$ cat config.mk
export PLATFORM = sky130hd
export DESIGN_NAME = aer_queue
export DESIGN_NICKNAME = d
export VERILOG_FILES = /design/src/rtl/aer_queue.sv
export SDC_FILE = /design/constraint.sdc
export NUM_CORES = 1
export LEC_CHECK = 0
export ABC_AREA = 1
export BUFFER_PORTS_ARGS = -buffer_cell sky130_fd_sc_hd__buf_2
export CAP_MARGIN = 0
export CORE_ASPECT_RATIO = 1.2
export CORE_UTILIZATION = 45
export CTS_CLUSTER_SIZE = 12
export DETAILED_ROUTE_END_ITERATION = 12
export SLEW_MARGIN = 20
export SYNTH_ARGS = -nofsm -noshare
export SYNTH_HDL_FRONTEND = slang
export SYNTH_SLANG_ARGS = --single-unit
$ cat constraint.sdc
create_clock -name clk -period 4.5 [get_ports clk]
set_input_delay 0.45 -clock clk [delete_from_list [all_inputs] [get_ports clk]]
set_output_delay 0.45 -clock clk [all_outputs]
set_load 0.01 [all_outputs]
$ cat src/rtl/aer_queue.sv
module aer_queue #(
  parameter int DEPTH  = 8,
  parameter int TAGS   = 4,
  parameter int TW     = 3,
  parameter int INFO_W = 8,
  parameter int LOG_W  = 8,
  parameter int GW     = 8
) (
  input  logic              clk,
  input  logic              rst_n,
  input  logic              ev_push,
  input  logic [TW-1:0]     ev_type,
  input  logic [INFO_W-1:0] ev_info,
  input  logic [LOG_W-1:0]  ev_log,
  input  logic              rq_push,
  input  logic [GW-1:0]     rq_tag,
  output logic              rq_err,
  input  logic              clr_en,
  input  logic [TW-1:0]     clr_type,
  output logic              cpl_valid,
  input  logic              cpl_ready,
  output logic [GW-1:0]     cpl_tag,
  output logic [TW-1:0]     cpl_type,
  output logic [INFO_W-1:0] cpl_info,
  output logic [LOG_W-1:0]  cpl_log,
  output logic [3:0]        cpl_status
);
  localparam int NT = 1 << TW;
  localparam int EW = TW + INFO_W + LOG_W;
  localparam int SI = $clog2(DEPTH);
  localparam int SC = $clog2(DEPTH + 1);
  localparam int TI = $clog2(TAGS);
  localparam int TC = $clog2(TAGS + 1);

  logic [EW-1:0] st [DEPTH];
  logic [SC-1:0] st_cnt;
  logic [GW-1:0] tg [TAGS];
  logic [TC-1:0] tg_cnt;
  logic [NT-1:0] mask;
  logic          found;
  logic [SI-1:0] sel;

  always_comb begin
    found = 1'b0;
    sel   = '0;
    for (int i = 0; i < DEPTH; i++)
      if (!found && (SC'(i) < st_cnt) && !mask[st[i][EW-1 -: TW]]) begin
        found = 1'b1;
        sel   = SI'(i);
      end
  end

  wire [TW-1:0] sel_type = st[sel][EW-1 -: TW];
  wire          take     = found && (tg_cnt != '0) && (!cpl_valid || cpl_ready);
  wire          ev_ok    = ev_push && (st_cnt != SC'(DEPTH));
  wire          rq_ok    = rq_push && (tg_cnt != TC'(TAGS));
  wire [TI-1:0] top      = TI'(tg_cnt - TC'(1));
  wire [SI-1:0] ev_slot  = SI'(st_cnt - SC'(take));
  wire [TI-1:0] rq_slot  = TI'(tg_cnt - TC'(take));
  wire [NT-1:0] clr_bits = clr_en ? (NT'(1) << clr_type) : '0;
  wire [NT-1:0] set_bits = take ? (NT'(1) << sel_type) : '0;

  assign cpl_status = 4'd0;

  always_ff @(posedge clk) begin
    if (take)
      for (int i = 0; i < DEPTH - 1; i++)
        if (i >= int'(sel)) st[i] <= st[i+1];
    if (ev_ok) st[ev_slot] <= {ev_type, ev_info, ev_log};
    if (rq_ok) tg[rq_slot] <= rq_tag;
  end

  always_ff @(posedge clk) begin
    if (!rst_n) begin
      st_cnt    <= '0;
      tg_cnt    <= '0;
      mask      <= '0;
      rq_err    <= 1'b0;
      cpl_valid <= 1'b0;
      cpl_tag   <= '0;
      cpl_type  <= '0;
      cpl_info  <= '0;
      cpl_log   <= '0;
    end else begin
      st_cnt <= st_cnt + SC'(ev_ok) - SC'(take);
      tg_cnt <= tg_cnt + TC'(rq_ok) - TC'(take);
      mask   <= (mask & ~clr_bits) | set_bits;
      rq_err <= rq_push && !rq_ok;
      if (take) begin
        cpl_valid                     <= 1'b1;
        cpl_tag                       <= tg[top];
        {cpl_type, cpl_info, cpl_log} <= st[sel];
      end else if (cpl_ready) begin
        cpl_valid <= 1'b0;
      end
    end
  end
endmodule

======== After elaboration in Yosys (flattened, before gate mapping) ========
Memories as Yosys holds them, arrays and structs flattened. A register that Yosys moved wholly into a read port is not among the register bits.
Cells that the tools add are included.
word-level totals
  word-level logic and storage cells ...... 148
  memory bits (writable) .................. 184
  register bits ........................... 36
  memories kept ........................... 2
  output and inout bits ................... 33
  input port bits ......................... 36
cells by class
  $lt $le $gt $ge ......................... 23
  bitwise gates (word level) .............. 3
  equal/unequal tests ..................... 2
  add/sub/neg operators ................... 7
  shift-type cells ........................ 2
  reduce and logical (&&, ||, !) cells .... 41
  muxes and demuxes ....................... 60
memory list
  memory  depth  bits a word  read ports  clocked after memory_dff  write ports  line  RTL
  st      8      19           9           0                         8            35    logic [EW-1:0] st [DEPTH];
  tg      4      8            1           1                         1            37    logic [GW-1:0] tg [TAGS];
operators with widths
  operator               number
  $mux W1                44
  $lt A3 B4 Y1 const B   8
  $bmux W1 S3            8
  $logic_and A1 B1 Y1    20
  $logic_not A1 Y1       18
  $mux W3                6
  $lt A3 B4 Y1 const A   4
  $mux W8                2
  $shl A1 B3 Y8 const A  2
  $ge A3 B3 Y1 const A   3
  $and A8 B8 Y8          1
  $lt A1 B4 Y1 const A   2
  $lt A2 B4 Y1 const A   2
  $not A8 Y8             1
  $or A8 B8 Y8           1
  $ge A1 B3 Y1 const A   2
  $ge A2 B3 Y1 const A   2
  $sub A3 B1 Y3          2
  $add A4 B1 Y4          1
  $ne A4 B4 Y1 const B   1
  $sub A4 B1 Y4          1
  $add A3 B1 Y3          1
  $ne A3 B3 Y1 const B   1
  $reduce_bool A3 Y1     1
  other kinds (4)        4

======== Longest topological paths before layout ========
Gate-level depths: netlist of the first run.
An unclocked memory read counts as a cell.
  depth after elaboration ................. 38
  depth in mapped cells ................... 24
  gate-level depth less buffers ........... 22

======== Worst setup path before layout of the first run ========
Ideal clock, no wire load.
  path type ............................... flip-flop to flip-flop
  from .................................... register tg_cnt[0]
  to ...................................... memory st[6][0] in the netlist's numbering, enable pin
  slack ................................... 0.130 ns
  library setup time ...................... 0.421 ns
  stages on the path, launching flop included .. 17
  arrival time ............................ 3.949 ns
  path through ............................ dfxtp_1 -> clkbuf_1 -> clkinv_1 -> clkbuf_1 -> ha_1 -> inv_1 -> o21ai_2 -> a21oi_4 -> clkbuf_1 -> ha_1 -> ha_1 -> xor2_1 -> nand2_1 -> nor2_1 -> clkinv_1 -> clkbuf_1 -> o21ai_0
RTL lines
  what                    line  RTL
  start, declared         38    logic [TC-1:0] tg_cnt;
  start signal, assigned  86    tg_cnt <= tg_cnt + TC'(rq_ok) - TC'(take);
  end, declared           35

==> results.py, run 1 <==
metrics = {
    "outcome": {
        "status": "finished clean",
    },
    "timing": {
        "min_period_over_period": 0.861,
        "timing.slew.headroom": 0.369,
        "fin_hold_ws_ps": 136,
        "tightest_slew_ps": 944,
        "fin_skew_ps": 12.4,
        "min_period_ps": 3880,
        "final.setup.tns_ps": 0,
        "setup_violations": 0,
        "fmax_mhz": 258,
        "hold_viol": 0,
        "maxSlewViolCount": 0,
        "rsz0062_at_grt": "no",
    },
    "yosys": {
        "synthTopCellsByArea": "edfxtp_1, nand2_1, dfxtp_1, nand3_1, o21ai_0",
        "synth_cells": 1398,
        "synth_top_cell_area_share": 0.470,
        "ys_seq_area_frac": 0.545,
        "synth_top_flop_cell": "edfxtp_1",
        "synth_warnings": 0,
        "synthDistinctLibCells": 42,
        "avgSynthCellArea_um2": 8.41,
        "ys_ff_latch": 228,
        "synth_area_mm2": 0.0118,
        "synth_edf_count": 184,
        "async_reset_ff_frac": 0,
        "yosysTopAreaCell": "edfxtp_1",
    },
    "clock_tree": {
        "post_cts_resized": 0,
        "holdBufCountCts": 0,
        "cts_sinks": 228,
        "cts_tree": "done",
        "path_clk_slew_ps": 60,
        "cts_buffers": 25,
        "clock_latency_ps": 540,
        "clockBufferDepth": 3,
        "post_cts_buffers": 0,
        "clockRootBuffer": "clkbuf_16",
        "htree_levels": 1,
    },
    "grt": {
        "grt_pass1_wl_um": 53100,
        "grt_pass1_vias": 9662,
        "grt-busiest-layer": "met2",
        "grt_use_met2": 0.451,
        "grtUsageMet3": 0.0305,
        "track_usage": 0.260,
        "met1_usage": 0.326,
        "grt_overflow": 0,
        "antenna_found_initial": 1,
        "grt_start_max_net_pins": 42,
    },
    "finish": {
        "final_common_cell": "nand2_1",
        "diodes": 0,
        "final_cell_mix": "nand2_1, edfxtp_1, nand3_1",
        "fin_area_mm2": 0.0133,
        "areaGrowthSynthToFinish_pct": 13.2,
        "multi_input_area_mm2": 0.00469,
        "nNetsFinal": 1515,
        "fill_cells": 2448,
        "fin_cells": 1810,
        "drive_gt1_frac": 0.140,
        "final-seq-area_mm2": 0.00641,
    },
    "setup_path": {
        "slowest_stage": "clkinv_1",
        "crit_family": "simple AND/OR/NAND/NOR gates",
        "crit_chain": "inv_1, ha_1, o21ai_0, nand3_2, nand2_2, nor2_4, nand3_2, nor2_2, nand2_1, o21ai_2, a21oi_4, ha_1, ha_1, xor2_1, nor2_1, inv_1, nor2_2, clkinv_1, nand2_1, buf_4",
        "critical_path_arrival_ps": 4100,
        "crit_top_cell": "ha_1",
        "critPathRequiredTime_ps": 4720,
        "crit_path_end_kind": "flop",
        "crit_fanout": 11,
        "path_buf_inv": 4,
        "critPathMaxStageDelay_ps": 390,
        "crit_type": "flop to flop",
        "cp-start-kind": "flop",
    },
    "routing": {
        "drc": 0,
        "viasPerCell": 5.48,
        "first_pass_iters": 5,
        "first_iter_violations": 781,
        "wl_per_cell_um": 18.7,
        "ant_nets": 0,
        "drt_wl_total_um": 33900,
        "vias": 9913,
    },
    "placed_design": {
        "placed_cells": 1767,
        "finalWeightedCongestion": 0.997,
        "io_buffers": 64,
        "place_area_mm2": 0.0125,
        "place_hpwl_um": 22700,
    },
    "floorplanning": {
        "die_h_um": 179,
        "core_mm2": 0.0256,
        "initial_core_util": 0.459,
        "die_area_mm2": 0.0268,
        "placementRows": 64,
        "ios": 69,
        "die_x_um": 150,
    },
    "job": {
        "maxCapViolCount": 0,
    },
    "hold_path": {
        "hp-class": "input pin to flop",
    },
}
[cell type report]
cell class | instances | share of cell area
clock buffers | 34 | 0.0510
clock inverters | 9 | 0.00695
inverters | 104 | 0.0299
multi-input cells | 1002 | 0.352
flip-flops and latches | 228 | 0.481
well taps | 330 | 0.0310
repair buffers | 103 | 0.0479
[worst reg2reg max path, delay by kind of cell, from the launching register on]
family / cells / cell delay [ps]
AND/OR/NAND/NOR: 9 / 1180
buffers and inverters: 4 / 820
adder cells (fa/ha/maj): 3 / 700
AO/OA/AOI/OAI: 3 / 340
flip-flops: 1 / 330
XOR/XNOR: 1 / 200
[stage by stage]
stage               utilization  setup WS (ps)
floorplan                     -            130
global placement          0.489            677
detailed placement        0.489            645
CTS                       0.519            641
global route              0.520            412
finish                    0.520            623
[registers in the layout, indices dropped and copies added, names as in the netlist]
name       cells
cpl_info       8
cpl_log        8
cpl_tag        8
cpl_type       3
cpl_valid      1
mask           8
rq_err         1
st           152
st_cnt         4
tg            32
tg_cnt         3
[per-layer routing]
metal	routed length, µm	share of wire
met1	13700	0.41
met2	16700	0.49
met3	2270	0.067
met4	1210	0.036
met5	10	0.00029
[logic make-up (layout without fill, tap and decap cells)]
logic type	count (synthesis)	count (layout)	share of synthesized area
DFF	228	228	0.545
AOI/OAI and AO/OA	184	184	0.0877
and+or+nand+nor	795	795	0.283
other	1	4	0.000319
xor gates and xnor gates	4	4	0.00298
adders and majority gates	15	15	0.0172
buffers and inverters	171	250	0.0639
[worst paths after layout]
kind / from / to / slack (ps) / cells after the start
worst min register to register: cpl_type[2] / cpl_type[2] / 490 / 2
worst max register to register: st_cnt[2] / st[1][7] / 620 / 20
worst max-delay path: st_cnt[2] / st[1][7] / 620 / 20
worst min-delay path: rq_tag[5] / tg[1][5] / 140 / 1
[synth_stat cells (all sizes together) (2+ instances only)]
| cell type | number |
|---|---|
| a21oi | 52 |
| a32o | 8 |
| buf | 28 |
| clkbuf | 39 |
| clkinv | 8 |
| dfxtp | 44 |
| edfxtp | 184 |
| fa | 2 |
| ha | 13 |
| inv | 96 |
| nand2 | 588 |
| nand3 | 128 |
| nor2 | 69 |
| nor3 | 6 |
| o211ai | 8 |
| o21ai | 107 |
| o22ai | 7 |
| or2 | 2 |
| xor2 | 3 |
Power of run 1 is not shown: default switching activity piles up to over one toggle a cycle in this logic, so the estimate is an artifact.
==> inputs of run 2 (changes only) <==
Settings changed: ABC_AREA 1 to 0.
==> results.py, run 2 <==
metrics = {
    "outcome": {
        "status": "finished clean",
    },
    "setup_path": {
        "regToRegStartpoint": "mask[7]",
        "r2r_cells": 13,
        "crit_family": "multiplexers",
        "crit_type": "flop to flop",
        "crit_path_end_kind": "flop",
        "crit_chain": "mux2i_1, mux4_2, a22oi_2, and3_1, a21oi_1, nor2b_4, ha_1, ha_1, xnor2_1, nand2_1, nor2_2, buf_4, mux2_2",
        "slowest_stage": "dfxtp_1",
        "critPathRequiredTime_ps": 4760,
        "critPathMaxStageDelay_ps": 580,
        "path_buf_inv": 1,
        "crit_top_cell": "ha_1",
        "crit_fanout": 19,
        "reg2reg_slack_ps": 230,
        "crit-reg2reg-capture": "st[0][15]",
        "critical_path_arrival_ps": 4520,
        "cp-start-kind": "flop",
    },
    "timing": {
        "min_period_ps": 4270,
        "hold_viol": 0,
        "tightest_slew_ps": 858,
        "maxSlewViolCount": 0,
        "rsz0062_at_grt": "no",
        "fmax_mhz": 234,
        "min_period_over_period": 0.948,
        "timing.slew.headroom": 0.426,
        "setup_violations": 0,
        "layout_setup_ws_ps": 233,
        "fin_hold_ws_ps": 140,
        "fin_skew_ps": 21.3,
    },
    "floorplanning": {
        "ios": 69,
        "placementRows": 63,
        "die_h_um": 177,
        "die_x_um": 147,
        "core_mm2": 0.0248,
        "die_area_mm2": 0.0260,
        "initial_core_util": 0.460,
    },
    "placed_design": {
        "place_area_mm2": 0.0122,
        "place_hpwl_um": 17700,
        "io_buffers": 64,
        "place_ws_ps": 277,
        "finalWeightedCongestion": 0.825,
    },
    "hold_path": {
        "worstHoldStart": "rq_tag[5]",
        "hp-class": "input pin to flop",
        "holdPathEnd": "tg[2][5]",
        "hold_depth": 1,
    },
    "finish": {
        "fill_cells": 2129,
        "fin_area_mm2": 0.0130,
        "final_cell_mix": "edfxtp_1, mux2_2, mux2i_1",
        "regMostFlops": "st",
        "final-seq-area_mm2": 0.00641,
        "nNetsFinal": 896,
        "top_regs": "st (152), tg (32)",
        "multi_input_area_mm2": 0.00474,
        "final_common_cell": "edfxtp_1",
        "largest_reg_flops": 152,
        "areaGrowthSynthToFinish_pct": 13.7,
        "drive_gt1_frac": 0.373,
    },
    "yosys": {
        "synth_top_flop_cell": "edfxtp_1",
        "synth_mux_area_frac": 0.304,
        "yosysMostFrequentCell": "edfxtp_1",
        "synth_commonest_cells": "edfxtp_1, mux2_2, mux2i_1, dfxtp_1, mux4_2",
        "yosysTopAreaCell": "edfxtp_1",
        "synthTopCellsByArea": "edfxtp_1, mux2_2, mux2i_1, dfxtp_1, mux4_2",
        "synth_edf_count": 184,
        "ys_seq_area_frac": 0.561,
        "synth_xor_area_frac": 0.00613,
        "synth_warnings": 0,
        "avgSynthCellArea_um2": 14.9,
        "async_reset_ff_frac": 0,
        "synth_compound_area_frac": 0.0461,
        "yosys.area_share.simple": 0.0331,
        "synthAdderAreaFrac": 0.0177,
        "synth_top_family_by_area": "multiplexers",
        "synth_cells": 769,
        "synth_area_mm2": 0.0114,
        "synthDistinctLibCells": 49,
        "synth_top_cell_area_share": 0.484,
        "ys_ff_latch": 228,
    },
    "routing": {
        "wl_per_cell_um": 22.3,
        "viasPerCell": 5.69,
        "first_iter_violations": 389,
        "ant_nets": 0,
        "vias": 6775,
        "first_pass_iters": 4,
        "drt_wl_total_um": 26600,
        "drc": 0,
    },
    "clock_tree": {
        "cts_sinks": 228,
        "htree_levels": 1,
        "post_cts_resized": 0,
        "clockRootBuffer": "clkbuf_16",
        "holdBufCountCts": 0,
        "cts_tree": "done",
        "post_cts_buffers": 0,
        "cts_buffers": 25,
        "path_clk_slew_ps": 60,
        "clock_latency_ps": 520,
        "clockBufferDepth": 3,
    },
    "job": {
        "maxCapViolCount": 0,
    },
    "grt": {
        "grt_pass1_vias": 7263,
        "antenna_found_initial": 1,
        "grt_overflow": 0,
        "grt_pass1_wl_um": 41800,
        "grt-busiest-layer": "met2",
        "grt_start_max_net_pins": 54,
        "track_usage": 0.209,
        "met1_usage": 0.275,
        "grtUsageMet3": 0.0251,
        "grt_use_met2": 0.369,
    },
}
==> run 2: cell count changes in the layout (fill, tap and decap cells not counted), sizes merged, moves of 9 or more <==
cell    previous run  this run
inv               96        16
nand3            128         1
o21ai            107        21
a21oi             52        21
mux2i              0       117
nor2              69        28
mux4               0        32
nand2            588        20
clkinv            15         3
mux2               0       140
and2               0         9
==> run 2: final cells by class <==
type,count,area share
inverters,14,0.00404
repair buffers,100,0.0464
diodes,1,0.000193
multi-input cells,476,0.365
clock inverters,6,0.00491
flip-flops and latches,228,0.493
well taps,325,0.0313
clock buffers,40,0.0556
==> run 2: worst max path at each step <==
stage | start | endpoint | slack (ps) | cells after the start
final | mask[7] | st[0][15] | 230 | 13
after global routing | mask[7] | st[0][1] | 20 | 13
after CTS | mask[7] | st[0][15] | 240 | 13
after detailed placement | mask[7] | st[0][15] | 280 | 13
after global placement | st[2][16] | st[0][15] | 430 | 13
after floorplan | st[4][16] | st[0][10] | -210 | 16
==> run 2: metrics by stage <==
step,setup TNS [ps],std cells,util
global placement,0,1143,0.492
floorplan,-9360,772,-
CTS,0,1189,0.523
detailed placement,0,1143,0.492
finish,0,1190,0.523
global route,0,1189,0.523
==> run 2: logic make-up after synthesis <==
family | Yosys count
AOI/OAI and AO/OA | 80
xor gates and xnor gates | 8
adders and majority gates | 15
buffers and inverters | 68
DFF | 228
muxes | 289
other | 1
and+or+nand+nor | 80
==> run 2: per-layer routing <==
layer	routed length, µm	vias up	part of all wire
met1	11500	3479	0.43
met4	445	0	0.017
met5	0	-	0
met3	971	37	0.037
met2	13600	130	0.51
li1	-	3129	-
Power of run 2 is left out for the same reason.
